**config.mk**
```make
export PLATFORM = sky130hd
export DESIGN_NAME = tri_wave_gen
export DESIGN_NICKNAME = d
export VERILOG_FILES = /design/src/rtl/tri_wave_pkg.sv /design/src/rtl/tri_cfg_ctrl.sv /design/src/rtl/tri_step_seq.sv /design/src/rtl/tri_code_acc.sv /design/src/rtl/tri_wave_gen.sv
export SDC_FILE = /design/constraint.sdc
export NUM_CORES = 1
export LEC_CHECK = 0
export BUFFER_PORTS_ARGS = -buffer_cell sky130_fd_sc_hd__clkbuf_2
export CELL_PAD_IN_SITES_DETAIL_PLACEMENT = 1
export CELL_PAD_IN_SITES_GLOBAL_PLACEMENT = 1
export CORE_UTILIZATION = 47
export DETAILED_ROUTE_END_ITERATION = 8
export GPL_TIMING_DRIVEN = 1
export PLACE_DENSITY = 0.85
export SLEW_MARGIN = 20
export SYNTH_ARGS = -nofsm -noshare
export SYNTH_HDL_FRONTEND = slang
export SYNTH_HIERARCHICAL = 1
export SYNTH_SLANG_ARGS = --single-unit
```
**constraint.sdc**
```tcl
create_clock -name clk -period 10.15 [get_ports clk]
set_input_delay 0 -clock clk [delete_from_list [all_inputs] [get_ports clk]]
set_output_delay 0 -clock clk [all_outputs]
set_load 0.03 [all_outputs]
```
**src/rtl/tri_wave_pkg.sv**
```systemverilog
// Shared widths and types for the triangle generator.
// Assumes an 8-bit converter code and 8-bit control fields.
package tri_wave_pkg;
    localparam int unsigned FIELD_W = 8;
    localparam int unsigned WORD_W  = 3 * FIELD_W;

    // Control word layout: lane [7:0], step [15:8], half count [23:16]
    typedef struct packed {
        logic [FIELD_W-1:0] half_cnt;
        logic [FIELD_W-1:0] step;
        logic [FIELD_W-1:0] lane;
    } tri_cfg_t;

    typedef enum logic {
        DIR_RISE = 1'b0,
        DIR_FALL = 1'b1
    } tri_dir_e;
endpackage

```
**src/rtl/tri_cfg_ctrl.sv**
```systemverilog
// Control word intake: validates offered words, launches the generator,
// and holds a pending word until the running cycle wraps.
// Assumes start and wrap are single-clock qualified signals.
module tri_cfg_ctrl
    import tri_wave_pkg::*;
#(
    parameter int unsigned CODE_W = FIELD_W
) (
    input  logic              clk,
    input  logic              rst_n,
    input  logic              start,
    input  logic [WORD_W-1:0] cfg_word,
    input  logic              wrap,
    output tri_cfg_t          act_cfg,
    output logic              running,
    output logic              launch,
    output logic              cfg_ok,
    output logic              cfg_err
);
    localparam int unsigned PROD_W = 2 * FIELD_W;
    localparam logic [PROD_W-1:0] CODE_SPAN = PROD_W'(1) << CODE_W;

    tri_cfg_t            offered;
    tri_cfg_t            pend_cfg;
    logic                pend_v;
    logic [PROD_W-1:0]   peak;

    // Unpack the offered word and compute its peak
    always_comb begin
        offered = tri_cfg_t'(cfg_word);
        peak    = PROD_W'(offered.step) * PROD_W'(offered.half_cnt);
        cfg_ok  = (offered.half_cnt != '0) && (peak < CODE_SPAN);
        launch  = start && cfg_ok && !running;
    end

    // Accept, refuse, defer and apply configurations
    always_ff @(posedge clk) begin
        if (!rst_n) begin
            act_cfg  <= '0;
            pend_cfg <= '0;
            pend_v   <= 1'b0;
            running  <= 1'b0;
            cfg_err  <= 1'b0;
        end else begin
            if (start) begin
                cfg_err <= !cfg_ok;
            end
            if (launch) begin
                act_cfg <= offered;
                running <= 1'b1;
            end else if (wrap && start && cfg_ok) begin
                act_cfg <= offered;
                pend_v  <= 1'b0;
            end else if (wrap && pend_v) begin
                act_cfg <= pend_cfg;
                pend_v  <= 1'b0;
            end else if (start && cfg_ok && running) begin
                pend_cfg <= offered;
                pend_v   <= 1'b1;
            end
        end
    end
endmodule

```
**src/rtl/tri_step_seq.sv**
```systemverilog
// Step sequencer: counts steps within each half cycle and tracks direction.
// Assumes half_cnt is non-zero while running (guaranteed by intake).
module tri_step_seq
    import tri_wave_pkg::*;
(
    input  logic               clk,
    input  logic               rst_n,
    input  logic               running,
    input  logic               launch,
    input  logic               step_tick,
    input  logic [FIELD_W-1:0] half_cnt,
    output logic               step_up,
    output logic               step_dn,
    output logic               wrap
);
    logic [FIELD_W-1:0] cnt;
    tri_dir_e           dir;
    logic               advance;
    logic               last;

    // Decode this clock's step action
    always_comb begin
        advance = running && step_tick && !launch;
        last    = (cnt == half_cnt - FIELD_W'(1));
        step_up = advance && (dir == DIR_RISE);
        step_dn = advance && (dir == DIR_FALL);
        wrap    = step_dn && last;
    end

    // Advance the step counter and flip direction at half-cycle ends
    always_ff @(posedge clk) begin
        if (!rst_n) begin
            cnt <= '0;
            dir <= DIR_RISE;
        end else if (launch) begin
            cnt <= '0;
            dir <= DIR_RISE;
        end else if (advance) begin
            if (last) begin
                cnt <= '0;
                dir <= (dir == DIR_RISE) ? DIR_FALL : DIR_RISE;
            end else begin
                cnt <= cnt + FIELD_W'(1);
            end
        end
    end
endmodule

```
**src/rtl/tri_code_acc.sv**
```systemverilog
// Code accumulator: adds or subtracts the step size and flags cycle ends.
// Assumes the intake never admits a peak beyond the code range.
module tri_code_acc
    import tri_wave_pkg::*;
#(
    parameter int unsigned CODE_W = FIELD_W
) (
    input  logic               clk,
    input  logic               rst_n,
    input  logic               launch,
    input  logic               step_up,
    input  logic               step_dn,
    input  logic               wrap,
    input  logic [FIELD_W-1:0] step,
    output logic [CODE_W-1:0]  code,
    output logic               done
);
    // Update the output code on launch or on a step
    always_ff @(posedge clk) begin
        if (!rst_n) begin
            code <= '0;
        end else if (launch) begin
            code <= '0;
        end else if (step_up) begin
            code <= code + CODE_W'(step);
        end else if (step_dn) begin
            code <= code - CODE_W'(step);
        end
    end

    // Register the one-clock cycle-end pulse
    always_ff @(posedge clk) begin
        if (!rst_n) begin
            done <= 1'b0;
        end else begin
            done <= wrap;
        end
    end
endmodule

```
**src/rtl/tri_wave_gen.sv**
```systemverilog
// Top of the parallel triangle generator: intake, sequencer, accumulator.
// Assumes step_tick is synchronous to clk; converter timing is external.
module tri_wave_gen
    import tri_wave_pkg::*;
#(
    parameter int unsigned CODE_W = FIELD_W
) (
    input  logic              clk,
    input  logic              rst_n,
    input  logic              start,
    input  logic [WORD_W-1:0] cfg_word,
    input  logic              step_tick,
    output logic [CODE_W-1:0] dac_code,
    output logic              cycle_done,
    output logic              cfg_err,
    output logic [FIELD_W-1:0] active_lane
);
    tri_cfg_t act_cfg;
    logic     running;
    logic     launch;
    logic     cfg_ok;
    logic     step_up;
    logic     step_dn;
    logic     wrap;

    tri_cfg_ctrl #(.CODE_W(CODE_W)) u_cfg (
        .clk      (clk),
        .rst_n    (rst_n),
        .start    (start),
        .cfg_word (cfg_word),
        .wrap     (wrap),
        .act_cfg  (act_cfg),
        .running  (running),
        .launch   (launch),
        .cfg_ok   (cfg_ok),
        .cfg_err  (cfg_err)
    );

    tri_step_seq u_seq (
        .clk       (clk),
        .rst_n     (rst_n),
        .running   (running),
        .launch    (launch),
        .step_tick (step_tick),
        .half_cnt  (act_cfg.half_cnt),
        .step_up   (step_up),
        .step_dn   (step_dn),
        .wrap      (wrap)
    );

    tri_code_acc #(.CODE_W(CODE_W)) u_acc (
        .clk     (clk),
        .rst_n   (rst_n),
        .launch  (launch),
        .step_up (step_up),
        .step_dn (step_dn),
        .wrap    (wrap),
        .step    (act_cfg.step),
        .code    (dac_code),
        .done    (cycle_done)
    );

    // Expose the lane index of the configuration in use
    always_comb active_lane = act_cfg.lane;
endmodule

```
Yosys cells after proc, flatten, opt, wreduce, memory -nomap -nowiden
Cells that the tools add are included.

cells by class
  $add $sub $neg = 4
  multipliers = 1
  magnitude comparators = 1
  equal/unequal tests = 1
  mux-type cells = 10
  bitwise logic cells = 5
  reduce and logical (&&, ||, !) cells = 23

operators with widths
  cell                                                                            count
  24-bit 2-to-1 mux                                                               3
  8-bit 2-to-1 mux                                                                3
  16-bit by 9-bit less-than comparator with 1-bit output (second input constant)  1
  8-bit by 8-bit multiplier with 16-bit output                                    1
  1-bit logical AND                                                               12
  8-bit by 1-bit adder with 8-bit output (second input constant)                  1
  8-bit adder                                                                     1
  8-bit equality test                                                             1
  8-bit nonzero test                                                              1
  8-bit by 1-bit subtractor with 8-bit output (second input constant)             1
  8-bit subtractor                                                                1
  3-bit nonzero test                                                              2
  1-bit NOT                                                                       5
  1-bit 2-to-1 mux                                                                4
  2-bit AND reduction                                                             2
  4-bit AND reduction                                                             1
  1-bit zero test                                                                 3
  2-bit nonzero test                                                              1
  2-bit OR reduction                                                              1

word-level totals
  flip-flop bits (word level) = 69
  bits of input ports = 28
  output and inout bits = 18
  logic and storage cells = 58

Logic depth before layout (Yosys ltp)
  depth after elaboration = 13
  gate-level depth with buffers = 34
  mapped depth without buffers = 27

Modules after synthesis
Netlist, hierarchy kept.

by module, submodules not included
  module        instances  cells each  area an instance (um^2)  sequential area each (um^2)
  tri_cfg_ctrl  1          460         4,371.7                  1,021.0
  tri_code_acc  1          92          738.2                    180.2
  tri_step_seq  1          89          715.7                    180.2

Worst setup path after synthesis
Ideal clock, no wire load.

  path kind = input to register
  start point = input port cfg_word[23]
  end point = register u_cfg/pend_cfg[10] (netlist name)
  library setup time = 0.116 ns
  data arrival time = 7.306 ns
  required time = 10.034 ns
  path slack = 2.728 ns
  cell stages on the path = 31
  path buffers = 6
  cells stage by stage = clkbuf_1 -> and2_1 -> fa_1 -> fa_1 -> fa_1 -> inv_1 -> fa_1 -> inv_1 -> ha_1 -> a21oi_1 -> nand2_1 -> a311o_1 -> a32oi_1 -> and3_1 -> or4b_1 -> buf_2 -> buf_6 -> nor2_1 -> and3b_1 -> clkbuf_1 -> o2111ai_1 -> a211oi_4 -> and2_1 -> nor2b_1 -> and2_1 -> and4_1 -> nor4b_1 -> buf_2 -> buf_2 -> mux2i_1 -> nor2b_1

on the way
  longest elaborated chain between the ends = 13
  elaborated cells on any way between the ends = 18
  those cells by class = mul (1); order compare (1); bitwise (3); reduce/logical (13)

RTL lines
  item                                                    RTL line            source
  start, declared                                         tri_wave_gen.sv:11  input logic [WORD_W-1:0] cfg_word,
  8-bit by 8-bit multiplier with 16-bit output            tri_cfg_ctrl.sv:31  peak = PROD_W'(offered.step) * PROD_W'(offered.half_cnt);
  16-bit by 9-bit less-than comparator with 1-bit output  tri_cfg_ctrl.sv:32  cfg_ok = (offered.half_cnt != '0) && (peak < CODE_SPAN);
  1-bit logical AND *                                     tri_cfg_ctrl.sv:32
  1-bit logical AND * (2 in a row)                        tri_cfg_ctrl.sv:33  launch = start && cfg_ok && !running;
  named net launch                                        tri_wave_gen.sv:20  logic launch;
  1-bit zero test *                                       tri_step_seq.sv:23  advance = running && step_tick && !launch;
  1-bit logical AND *                                     tri_step_seq.sv:23
  1-bit logical AND *                                     tri_step_seq.sv:26  step_dn = advance && (dir == DIR_FALL);
  1-bit logical AND *                                     tri_step_seq.sv:27  wrap = step_dn && last;
  named net wrap                                          tri_wave_gen.sv:24  logic wrap;
  1-bit logical AND (2 in a row)                          tri_cfg_ctrl.sv:51  end else if (wrap && start && cfg_ok) begin
  1-bit NOT (no line)                                     n/a
  4-bit AND reduction (no line) *                         n/a
  end signal, assigned                                    tri_cfg_ctrl.sv:58  pend_cfg <= offered;
  end, declared                                           tri_cfg_ctrl.sv:24  tri_cfg_t pend_cfg;

Mark *: on every way through the listed nets, which the timed path passes. The rest lies on a longest branch.
A chain may end at the register's enable or synchronous reset.

Worst setup path in the final report
  start point = input port cfg_word[9]
  end point = register u_cfg/pend_cfg[7] (netlist name)

on the way
  longest elaborated chain between the ends = 13
  elaborated cells on any way between the ends = 17
  those cells by class = mul (1); order compare (1); bitwise (3); reduce/logical (12)

RTL lines
  item                                                      RTL line
  8-bit by 8-bit multiplier with 16-bit output *            tri_cfg_ctrl.sv:31
  16-bit by 9-bit less-than comparator with 1-bit output *  tri_cfg_ctrl.sv:32
  1-bit logical AND *                                       tri_cfg_ctrl.sv:32
  1-bit logical AND * (2 in a row)                          tri_cfg_ctrl.sv:33
  named net launch                                          tri_wave_gen.sv:20
  1-bit zero test *                                         tri_step_seq.sv:23
  1-bit logical AND *                                       tri_step_seq.sv:23
  1-bit logical AND *                                       tri_step_seq.sv:26
  1-bit logical AND *                                       tri_step_seq.sv:27
  named net wrap                                            tri_wave_gen.sv:24
  1-bit logical AND (2 in a row)                            tri_cfg_ctrl.sv:51
  1-bit NOT (no line)                                       n/a
  4-bit AND reduction (no line) *                           n/a

Marked as above.

==> flow_summary.ini <==
[run_status]
run_status = finished, final reports clean

[power_and_ir_drop]
power_frac_comb = 0.456
power_report.internal_total_mw = 0.678
total_leakage_power_nw = 2.68
power_density_mw_per_mm2 = 171
vdd_ir_max_mv = 0.115
clkPwrFrac = 0.284
switchingPower_mw = 0.432
seqPwrFrac = 0.260
sw_frac_of_total = 0.389

[clock_tree]
cts.reportedPaths.clkPinSlew_ps = 50
clk_root_buf = clkbuf_16
hold_buffers = 9
post-cts-setup-buffer-count = 0
clock_sink_count = 69
cts_buffers = 9
cts_tree = yes
cts.htree.levels = 3
post_cts.resized_instances = 0
worstSkewPairLatency_ps = 330
cts.path.max_buffers = 2

[cells_and_area]
num_antenna_cells = 0
syn_to_layout_area_delta_pct = 11.8
multi_input_logic_area_mm2 = 0.00408
drive_gt1_frac = 0.116
fillCellCount = 1401
layoutNonFillerInstCount = 842
leading_cell_type_in_the_layout_fill_and_taps_excluded = dfxtp_1
ff_latch_area_mm2 = 0.00138
layout_common_cells = dfxtp_1 (69), and2_1 (52), inv_1 (51)
nets = 777

[die]
floorplan.die_area_mm2 = 0.0128
number_of_placement_rows = 40
floorplan.die.height_um = 113
die-width_um = 113
pin_count = 46
initial_core_util = 0.482
placeableCoreArea_mm2 = 0.0121

[timing]
pnr_worst_setup_slack_ps = 1730
minimum_clock_period_after_layout_ps = 8420
final_max_slew_viol_count = 0
maxClockFrequency_mhz = 119
timing.max_slew.rel_slack = 0.352
max_slew.worst_pin.slew_ps = 972
fin_tns_setup_ps = 0
number_of_setup_violations_in_the_final_report = 0
finClkSkew_ps = 5.39
timing_hold_violations_final = 0
grt_setup_unrepaired = false
timing.final.crit_share = 0.830

[grt]
maximum_number_of_pins_on_one_net_before_global_route_repair = 56
grt-ovfl-total = 0
grt_pass1_vias = 5395
initial_antenna_violation_count = 0
grt_pass1_wl_um = 27200
gr-usage-all-layers = 0.271

[worst_setup_path]
criticalPathCategory = in2reg
crit_path_start_kind = input pin
worst-r2r-setup-slack_ps = 6340
r2r_end = u_cfg/pend_cfg[7]
worst_setup_path_startpoint = cfg_word[9]
cp.required_ps = 10370
critical_path.reg2reg.startpoint = u_cfg/act_cfg[16]
worst_setup_path_endpoint = u_cfg/pend_cfg[7]
crit_path_max_fanout = 26
cp-end-kind = register
arrival_ps = 8650
worstRegToRegCells = 15

[place]
place_ws_ps = 1630
dp_hpwl_um = 11400
routabilityCongestion = 0.818
placed_cells_incl_taps = 818
io_buffers = 45

[route]
ant_nets = 0
routed-via-count = 4900
route.detailed.vias_per_inst = 5.82
routed_wl_um = 16100
wl_per_cell_um = 19.1
drtIter0Drc = 335
drt_pre_antenna_iters = 5
route.detailed.drc = 0

[min_path]
hold_path.class = in2reg

[synthesis]
post_synth_instance_area_mm2 = 0.00582
syn-mean-instance-area_um2 = 9.09
mappedNetlistNets = 747
ys.warnings.count = 6
syn-instance-count = 640

[job]
total_of_max_cap_violations = 0
==> power by group through the flow <==
stage	combinational, mW	sequential, mW	clock (mW)
floorplan	0.363	0.297	0
global placement	0.468	0.293	0
detailed placement	0.495	0.294	0
CTS	0.502	0.289	0.322
global route	0.565	0.289	0.336
finish	0.506	0.289	0.316
==> area by class of cell <==
class                      count  area share
multi-input combinational    482       0.628
sequential                    69       0.212
timing repair buffer          57      0.0520
clock buffer                  11      0.0389
tap                          168      0.0323
inverter                      51      0.0294
clock inverter                 4     0.00731
==> critical path: stages <==
cell	delay [ps]
clkbuf_2	220
and2_1	240
fa_1	540
fa_1	540
fa_1	560
inv_1	60
fa_1	540
inv_1	50
ha_1	380
a21oi_1	360
nand2_1	120
a311o_1	370
a32oi_1	360
and3_1	230
or4b_1	870
nor2_1	520
and3b_1	320
o2111ai_1	210
a211oi_4	130
and2_1	240
nor2b_1	140
buf_4	300
and2_1	180
and4_1	190
nor4b_2	180
buf_4	420
mux2i_1	270
nor2b_1	60
==> registers in the layout (all words and copies together) (netlist names) <==
signal,cells
u_acc/code,8
u_acc/done,1
u_cfg/act_cfg,24
u_cfg/cfg_err,1
u_cfg/pend_cfg,24
u_cfg/pend_v,1
u_cfg/running,1
u_seq/cnt,8
u_seq/dir,1
==> how the worst min path moves through the flow <==
stage                                    to        start  cells past startpoint
after floorplan                  u_acc/done        rst_n                      1
after global routing           u_seq/cnt[1]    step_tick                      3
after detailed placement  u_cfg/pend_cfg[6]  cfg_word[6]                      3
after global placement    u_cfg/pend_cfg[4]  cfg_word[4]                      3
after CTS                      u_seq/cnt[1]    step_tick                      3
final                          u_seq/cnt[1]    step_tick                      3
==> layer usage <==
layer | part of all wire | up-vias | wire [µm] | track usage
li1 | - | 2301 | - | -
met1 | 0.42 | 2446 | 6790 | 0.323
met2 | 0.52 | 119 | 8350 | 0.482
met3 | 0.035 | 34 | 562 | 0.0445
met4 | 0.024 | 0 | 388 | 0.118
met5 | 0 | - | 0 | 0
==> per-stage QoR <==
step	cell area (µm²)	hold WS, ps	total power, mW	utilization
after floorplan	5820	122	0.660	-
after global placement	6110	276	0.761	0.506
after detailed placement	6110	293	0.789	0.506
after CTS	6500	13.0	1.11	0.539
after global routing	6500	42.5	1.19	0.539
final	6500	19.8	1.11	0.539
Note: power is estimated with default switching activity, not from simulation.
